**src/rtl/tcsPkg.sv**
```systemverilog
package tcsPkg;
  localparam int CODE_W  = 4;
  localparam int TRAIN_W = 32;
  localparam int PAT_W   = 8;
  localparam int SUM_W   = 8;
  localparam int FRAME_W = CODE_W + TRAIN_W + PAT_W + SUM_W;

  localparam logic [CODE_W-1:0] CODE_START = 4'b1100;
  localparam logic [CODE_W-1:0] CODE_STOP  = 4'b1010;
  localparam logic [CODE_W-1:0] CODE_UCRST = 4'b1001;
  localparam logic [CODE_W-1:0] CODE_SPARE = 4'b1111;

  // Strobes from control to datapath
  typedef struct packed {
    logic              loadFrame;
    logic              loadCode;
    logic [CODE_W-1:0] code;
    logic              bumpTrain;
  } tcsStrobe_t;

  function automatic logic [SUM_W-1:0] frameSum(input logic [TRAIN_W-1:0] num,
                                                input logic [PAT_W-1:0] pat);
    logic [SUM_W-1:0] acc;
    acc = pat;
    for (int i = 0; i < TRAIN_W / SUM_W; i++) acc = acc + num[i*SUM_W +: SUM_W];
    return acc;
  endfunction
endpackage

```
**src/rtl/tcsControl.sv**
```systemverilog
module tcsControl import tcsPkg::*; #(
  parameter int PERIOD_STEPS = 16,
  parameter int CNT_W        = 5
) (
  input  logic             clk,
  input  logic             rstN,
  input  logic             bunchStrobe,
  input  logic             trainMark,
  input  logic [CNT_W-1:0] leadSteps,
  input  logic             stopReq,
  input  logic             ucResetReq,
  input  logic             spareReq,
  output tcsStrobe_t       strb
);
  localparam int REM_W = $clog2(FRAME_W);
  localparam logic [REM_W-1:0] FRAME_LAST = REM_W'(FRAME_W - 1);
  localparam logic [REM_W-1:0] CODE_LAST  = REM_W'(CODE_W - 1);
  localparam logic [CNT_W-1:0] PERIOD_V   = CNT_W'(PERIOD_STEPS);

  logic [REM_W-1:0]  remain;
  logic              frameActive, armed;
  logic [CNT_W-1:0]  stepsLeft, stepsDec;
  logic              pendStop, pendUc, pendSpare;
  logic              wantStop, wantUc, wantSpare;
  logic              lineFree, launch, issue;
  logic [CODE_W-1:0] pickCode;

  always_comb begin
    lineFree  = (remain == '0);
    stepsDec  = (stepsLeft == '0) ? '0 : stepsLeft - CNT_W'(1);
    launch    = bunchStrobe && armed && !trainMark && (stepsDec <= leadSteps)
                && lineFree && !frameActive;
    wantStop  = pendStop  | stopReq;
    wantUc    = pendUc    | ucResetReq;
    wantSpare = pendSpare | spareReq;
    issue     = lineFree && !launch && (wantStop || wantUc || wantSpare);
    if (wantStop)    pickCode = CODE_STOP;
    else if (wantUc) pickCode = CODE_UCRST;
    else             pickCode = CODE_SPARE;
    strb.loadFrame = launch;
    strb.loadCode  = issue;
    strb.code      = pickCode;
    strb.bumpTrain = frameActive && lineFree;
  end

  always_ff @(posedge clk) begin
    if (!rstN) begin
      remain      <= '0;
      frameActive <= 1'b0;
      armed       <= 1'b0;
      stepsLeft   <= '0;
      pendStop    <= 1'b0;
      pendUc      <= 1'b0;
      pendSpare   <= 1'b0;
    end else begin
      if (launch)        remain <= FRAME_LAST;
      else if (issue)    remain <= CODE_LAST;
      else if (!lineFree) remain <= remain - REM_W'(1);

      if (launch)                       frameActive <= 1'b1;
      else if (frameActive && lineFree) frameActive <= 1'b0;

      if (trainMark) begin
        armed     <= 1'b1;
        stepsLeft <= PERIOD_V;
      end else if (launch) begin
        armed <= 1'b0;
      end else if (bunchStrobe && armed) begin
        stepsLeft <= stepsDec;
      end

      pendStop  <= wantStop  && !(issue && wantStop);
      pendUc    <= wantUc    && !(issue && !wantStop);
      pendSpare <= wantSpare && !(issue && !wantStop && !wantUc);
    end
  end
endmodule

```
**src/rtl/tcsDatapath.sv**
```systemverilog
module tcsDatapath import tcsPkg::*; (
  input  logic               clk,
  input  logic               rstN,
  input  tcsStrobe_t         strb,
  input  logic [PAT_W-1:0]   bunchPattern,
  output logic               cmdLine,
  output logic [TRAIN_W-1:0] trainNum
);
  logic [FRAME_W-1:0] shreg;
  logic [FRAME_W-1:0] frameWord;
  logic               lineQ;

  always_comb frameWord = {CODE_START, trainNum, bunchPattern, frameSum(trainNum, bunchPattern)};

  always_ff @(posedge clk) begin
    if (!rstN) begin
      shreg    <= '0;
      lineQ    <= 1'b0;
      trainNum <= '0;
    end else begin
      if (strb.loadFrame) begin
        lineQ <= frameWord[FRAME_W-1];
        shreg <= {frameWord[FRAME_W-2:0], 1'b0};
      end else if (strb.loadCode) begin
        lineQ <= strb.code[CODE_W-1];
        shreg <= {strb.code[CODE_W-2:0], {(FRAME_W-CODE_W+1){1'b0}}};
      end else begin
        lineQ <= shreg[FRAME_W-1];
        shreg <= {shreg[FRAME_W-2:0], 1'b0};
      end
      if (strb.bumpTrain) trainNum <= trainNum + TRAIN_W'(1);
    end
  end

  assign cmdLine = lineQ;
endmodule

```
**src/rtl/trainCmdSer.sv**
```systemverilog
module trainCmdSer import tcsPkg::*; #(
  parameter  int PERIOD_STEPS = 16,
  localparam int CNT_W        = $clog2(PERIOD_STEPS + 1)
) (
  input  logic             clk,
  input  logic             rstN,
  input  logic             bunchStrobe,
  input  logic             trainMark,
  input  logic [CNT_W-1:0] leadSteps,
  input  logic [PAT_W-1:0] bunchPattern,
  input  logic             stopReq,
  input  logic             ucResetReq,
  input  logic             spareReq,
  output logic             cmdLine
);
  tcsStrobe_t         strb;
  logic [TRAIN_W-1:0] trainNum;

  tcsControl #(.PERIOD_STEPS(PERIOD_STEPS), .CNT_W(CNT_W)) u_ctl (
    .clk(clk), .rstN(rstN), .bunchStrobe(bunchStrobe), .trainMark(trainMark),
    .leadSteps(leadSteps), .stopReq(stopReq), .ucResetReq(ucResetReq),
    .spareReq(spareReq), .strb(strb)
  );

  tcsDatapath u_dp (
    .clk(clk), .rstN(rstN), .strb(strb), .bunchPattern(bunchPattern),
    .cmdLine(cmdLine), .trainNum(trainNum)
  );
endmodule

```
**config.mk**
```make
export PLATFORM = sky130hd
export DESIGN_NAME = trainCmdSer
export DESIGN_NICKNAME = d
export VERILOG_FILES = /design/src/rtl/tcsPkg.sv /design/src/rtl/tcsControl.sv /design/src/rtl/tcsDatapath.sv /design/src/rtl/trainCmdSer.sv
export SDC_FILE = /design/constraint.sdc
export NUM_CORES = 1
export LEC_CHECK = 0
export BUFFER_PORTS_ARGS = -buffer_cell sky130_fd_sc_hd__buf_2
export CAP_MARGIN = 20
export CORE_MARGIN = 4
export CORE_UTILIZATION = 57
export CTS_BUF_LIST = sky130_fd_sc_hd__clkbuf_4 sky130_fd_sc_hd__clkbuf_8
export CTS_CLUSTER_DIAMETER = 50
export DETAILED_ROUTE_END_ITERATION = 10
export MAX_ROUTING_LAYER = met4
export PLACE_DENSITY = 0.74
export SYNTH_ARGS = -nofsm -noshare
export SYNTH_HDL_FRONTEND = slang
export SYNTH_HIERARCHICAL = 1
export SYNTH_SLANG_ARGS = --single-unit
```
**constraint.sdc**
```tcl
create_clock -name clk -period 8.8 [get_ports clk]
set_input_delay 0.88 -clock clk [delete_from_list [all_inputs] [get_ports clk]]
set_output_delay 0.88 -clock clk [all_outputs]
set_load 0.02 [all_outputs]
```
==> results.py <==
metrics = {
    "clocking": {
        "cts_tree": "done",
        "clk_latency_ns": 0.37,
        "clockBufferDepth": 2,
        "cts_max_level": 3,
        "cts_root_buffer": "clkbuf_8",
        "path_clk_slew_ns": 0.09,
        "numCtsBuffers": 9,
        "postCtsSetupBuffers": 0,
        "cts.sinks": 100,
        "cts_hold_buf": 0,
        "cts-resized-gates": 0,
    },
    "drt": {
        "wl_per_cell_um": 15.85,
        "first_pass_iters": 4,
        "ant_nets": 0,
        "detailroute.via_count": 3576,
        "drt-initial-drc-count": 159,
        "via_per_inst": 5.553,
        "routed_wl_um": 10210,
        "drc": 0,
    },
    "timing": {
        "fin_tns_setup_ns": 0,
        "max_slew.worst_pin.slew_ns": 1.043,
        "hold_violations": 0,
        "skew_ns": 0.01116,
        "finalCritPeriodShare": 0.4914,
        "slew_headroom": 0.3032,
        "rsz0062_at_grt": "no",
        "slew_viol_final": 0,
        "final.setup.worst_slack_ns": 4.476,
        "max_freq_mhz": 231.3,
        "period_needed_ns": 4.324,
        "setup_viol": 0,
    },
    "setup_path": {
        "critPathMaxFanout": 45,
        "startpoint_type": "register",
        "critPathKind": "reg2reg",
        "required_ns": 9.06,
        "max_stage_delay_ns": 0.84,
        "cp_slowest_cell": "nor3_1",
        "end_kind": "register",
        "arrival_ns": 4.58,
        "cp_cell_sequence": "inv_1 > ha_1 > or3b_2 > nor2_1 > nor2_1 > ha_1 > and3_1 > and3_1 > a21oi_1 > or2_1 > inv_2 > nor3_1 > nor2_4 > a22o_1",
    },
    "pwr": {
        "powerDensity_nw_per_um2": 182.3,
        "leakage_nw": 2.111,
        "total_power_uw": 951.8,
        "vdd_ir_drop_max_mv": 0.08044,
    },
    "placed_design": {
        "io_buffers": 20,
        "dpl.hpwl_um": 7379,
        "post_dp_cell_area_um2": 5025,
        "gp_congestion": 0.9701,
        "dp_slack_ns": 4.510,
    },
    "final_layout": {
        "stdcell_area_um2": 5223,
        "syn_to_final_growth_pct": 7.136,
        "diodes": 0,
        "final_common_cell": "dfxtp_1",
        "drive_gt1_frac": 0.09462,
        "nets": 591,
        "most-common-layout-cells": "dfxtp_1 (100), inv_1 (70), a22o_1 (44)",
        "fin_util": 0.6324,
    },
    "global_routing": {
        "grt_max_degree": 46,
        "grt.total_usage": 0.2265,
        "grt_pass1_vias": 3696,
        "grt_pass1_wl_um": 17650,
        "antenna_found_initial": 0,
        "grt_overflow_total": 0,
    },
    "die": {
        "die_w_um": 100.5,
        "start_util": 0.5903,
        "rows": 33,
        "io_pins": 21,
        "core_area_um2": 8258,
        "dieArea_um2": 10100,
        "die_y_um": 100.5,
    },
    "run_status": {
        "status": "completed",
    },
    "synthesis": {
        "synth.avg_cell_area_um2": 9.338,
        "syn_inst": 522,
        "netlist_area_um2": 4875,
        "synth_warnings": 6,
        "synthesis.nets": 578,
    },
    "min_path": {
        "hp-class": "reg2reg",
    },
    "flow_run": {
        "maxCapViolCount": 0,
    },
}
[through the flow]
stage | std cells | hold WS [ns]
after floorplan | 522 | 0.4014
after global placement | 627 | 0.4245
after detailed placement | 627 | 0.4287
after CTS | 642 | 0.4493
after global routing | 644 | 0.4686
final | 644 | 0.4485
[report_power, final]
| group | switching [mW] | internal [mW] | total [mW] |
|---|---|---|---|
| Combinational | 0.120 | 0.0734 | 0.194 |
| Sequential | 0.0232 | 0.478 | 0.501 |
| Clock | 0.156 | 0.101 | 0.257 |
[path summary, 6_finish.rpt]
kind,from,end,slack (ns),cells after the start
max,u_ctl/stepsLeft[0]$_SDFFE_PP0P_,u_dp/shreg[7]$_SDFF_PN0_,4.48,14
min,u_dp/shreg[2]$_SDFF_PN0_,u_dp/shreg[3]$_SDFF_PN0_,0.45,1
max reg2reg,u_ctl/stepsLeft[0]$_SDFFE_PP0P_,u_dp/shreg[7]$_SDFF_PN0_,4.48,14
min reg2reg,u_dp/shreg[2]$_SDFF_PN0_,u_dp/shreg[3]$_SDFF_PN0_,0.45,1
[worst max-delay path: cells and delay by family (launching register included)]
kind | cells | cell delay, ns
compound gates | 2 | 0.46
fa+ha+maj | 2 | 0.50
buf+inv | 2 | 0.23
simple gates | 8 | 2.70
flops | 1 | 0.32
[metal layers]
| metal | wire length (um) | part of all wire | vias to the layer above | global-route usage |
|---|---|---|---|---|
| li1 | - | - | 1802 | - |
| met1 | 4592 | 0.45 | 1726 | 0.2792 |
| met2 | 5252 | 0.51 | 38 | 0.3838 |
| met3 | 247 | 0.024 | 10 | 0.04637 |
| met4 | 116 | 0.011 | 0 | 0.05285 |
| met5 | 0 | 0 | - | - |
[layout make-up]
class / instances / area [um2]
fillers: 710 / 3035
multi-input cells: 330 / 2521
flip-flops and latches: 100 / 2002
inverters: 72 / 270.3
repair buffers: 22 / 132.6
well taps: 105 / 131.4
clock buffers: 9 / 123.9
clock inverters: 6 / 41.29
[sequential cells by signal, summed over array words and instances, names as in the netlist, 5 cells and up]
register / count
u_ctl/remain: 6
u_dp/trainNum: 32
u_ctl/stepsLeft: 5
u_dp/shreg: 51
(Power assumes the default switching activity.)
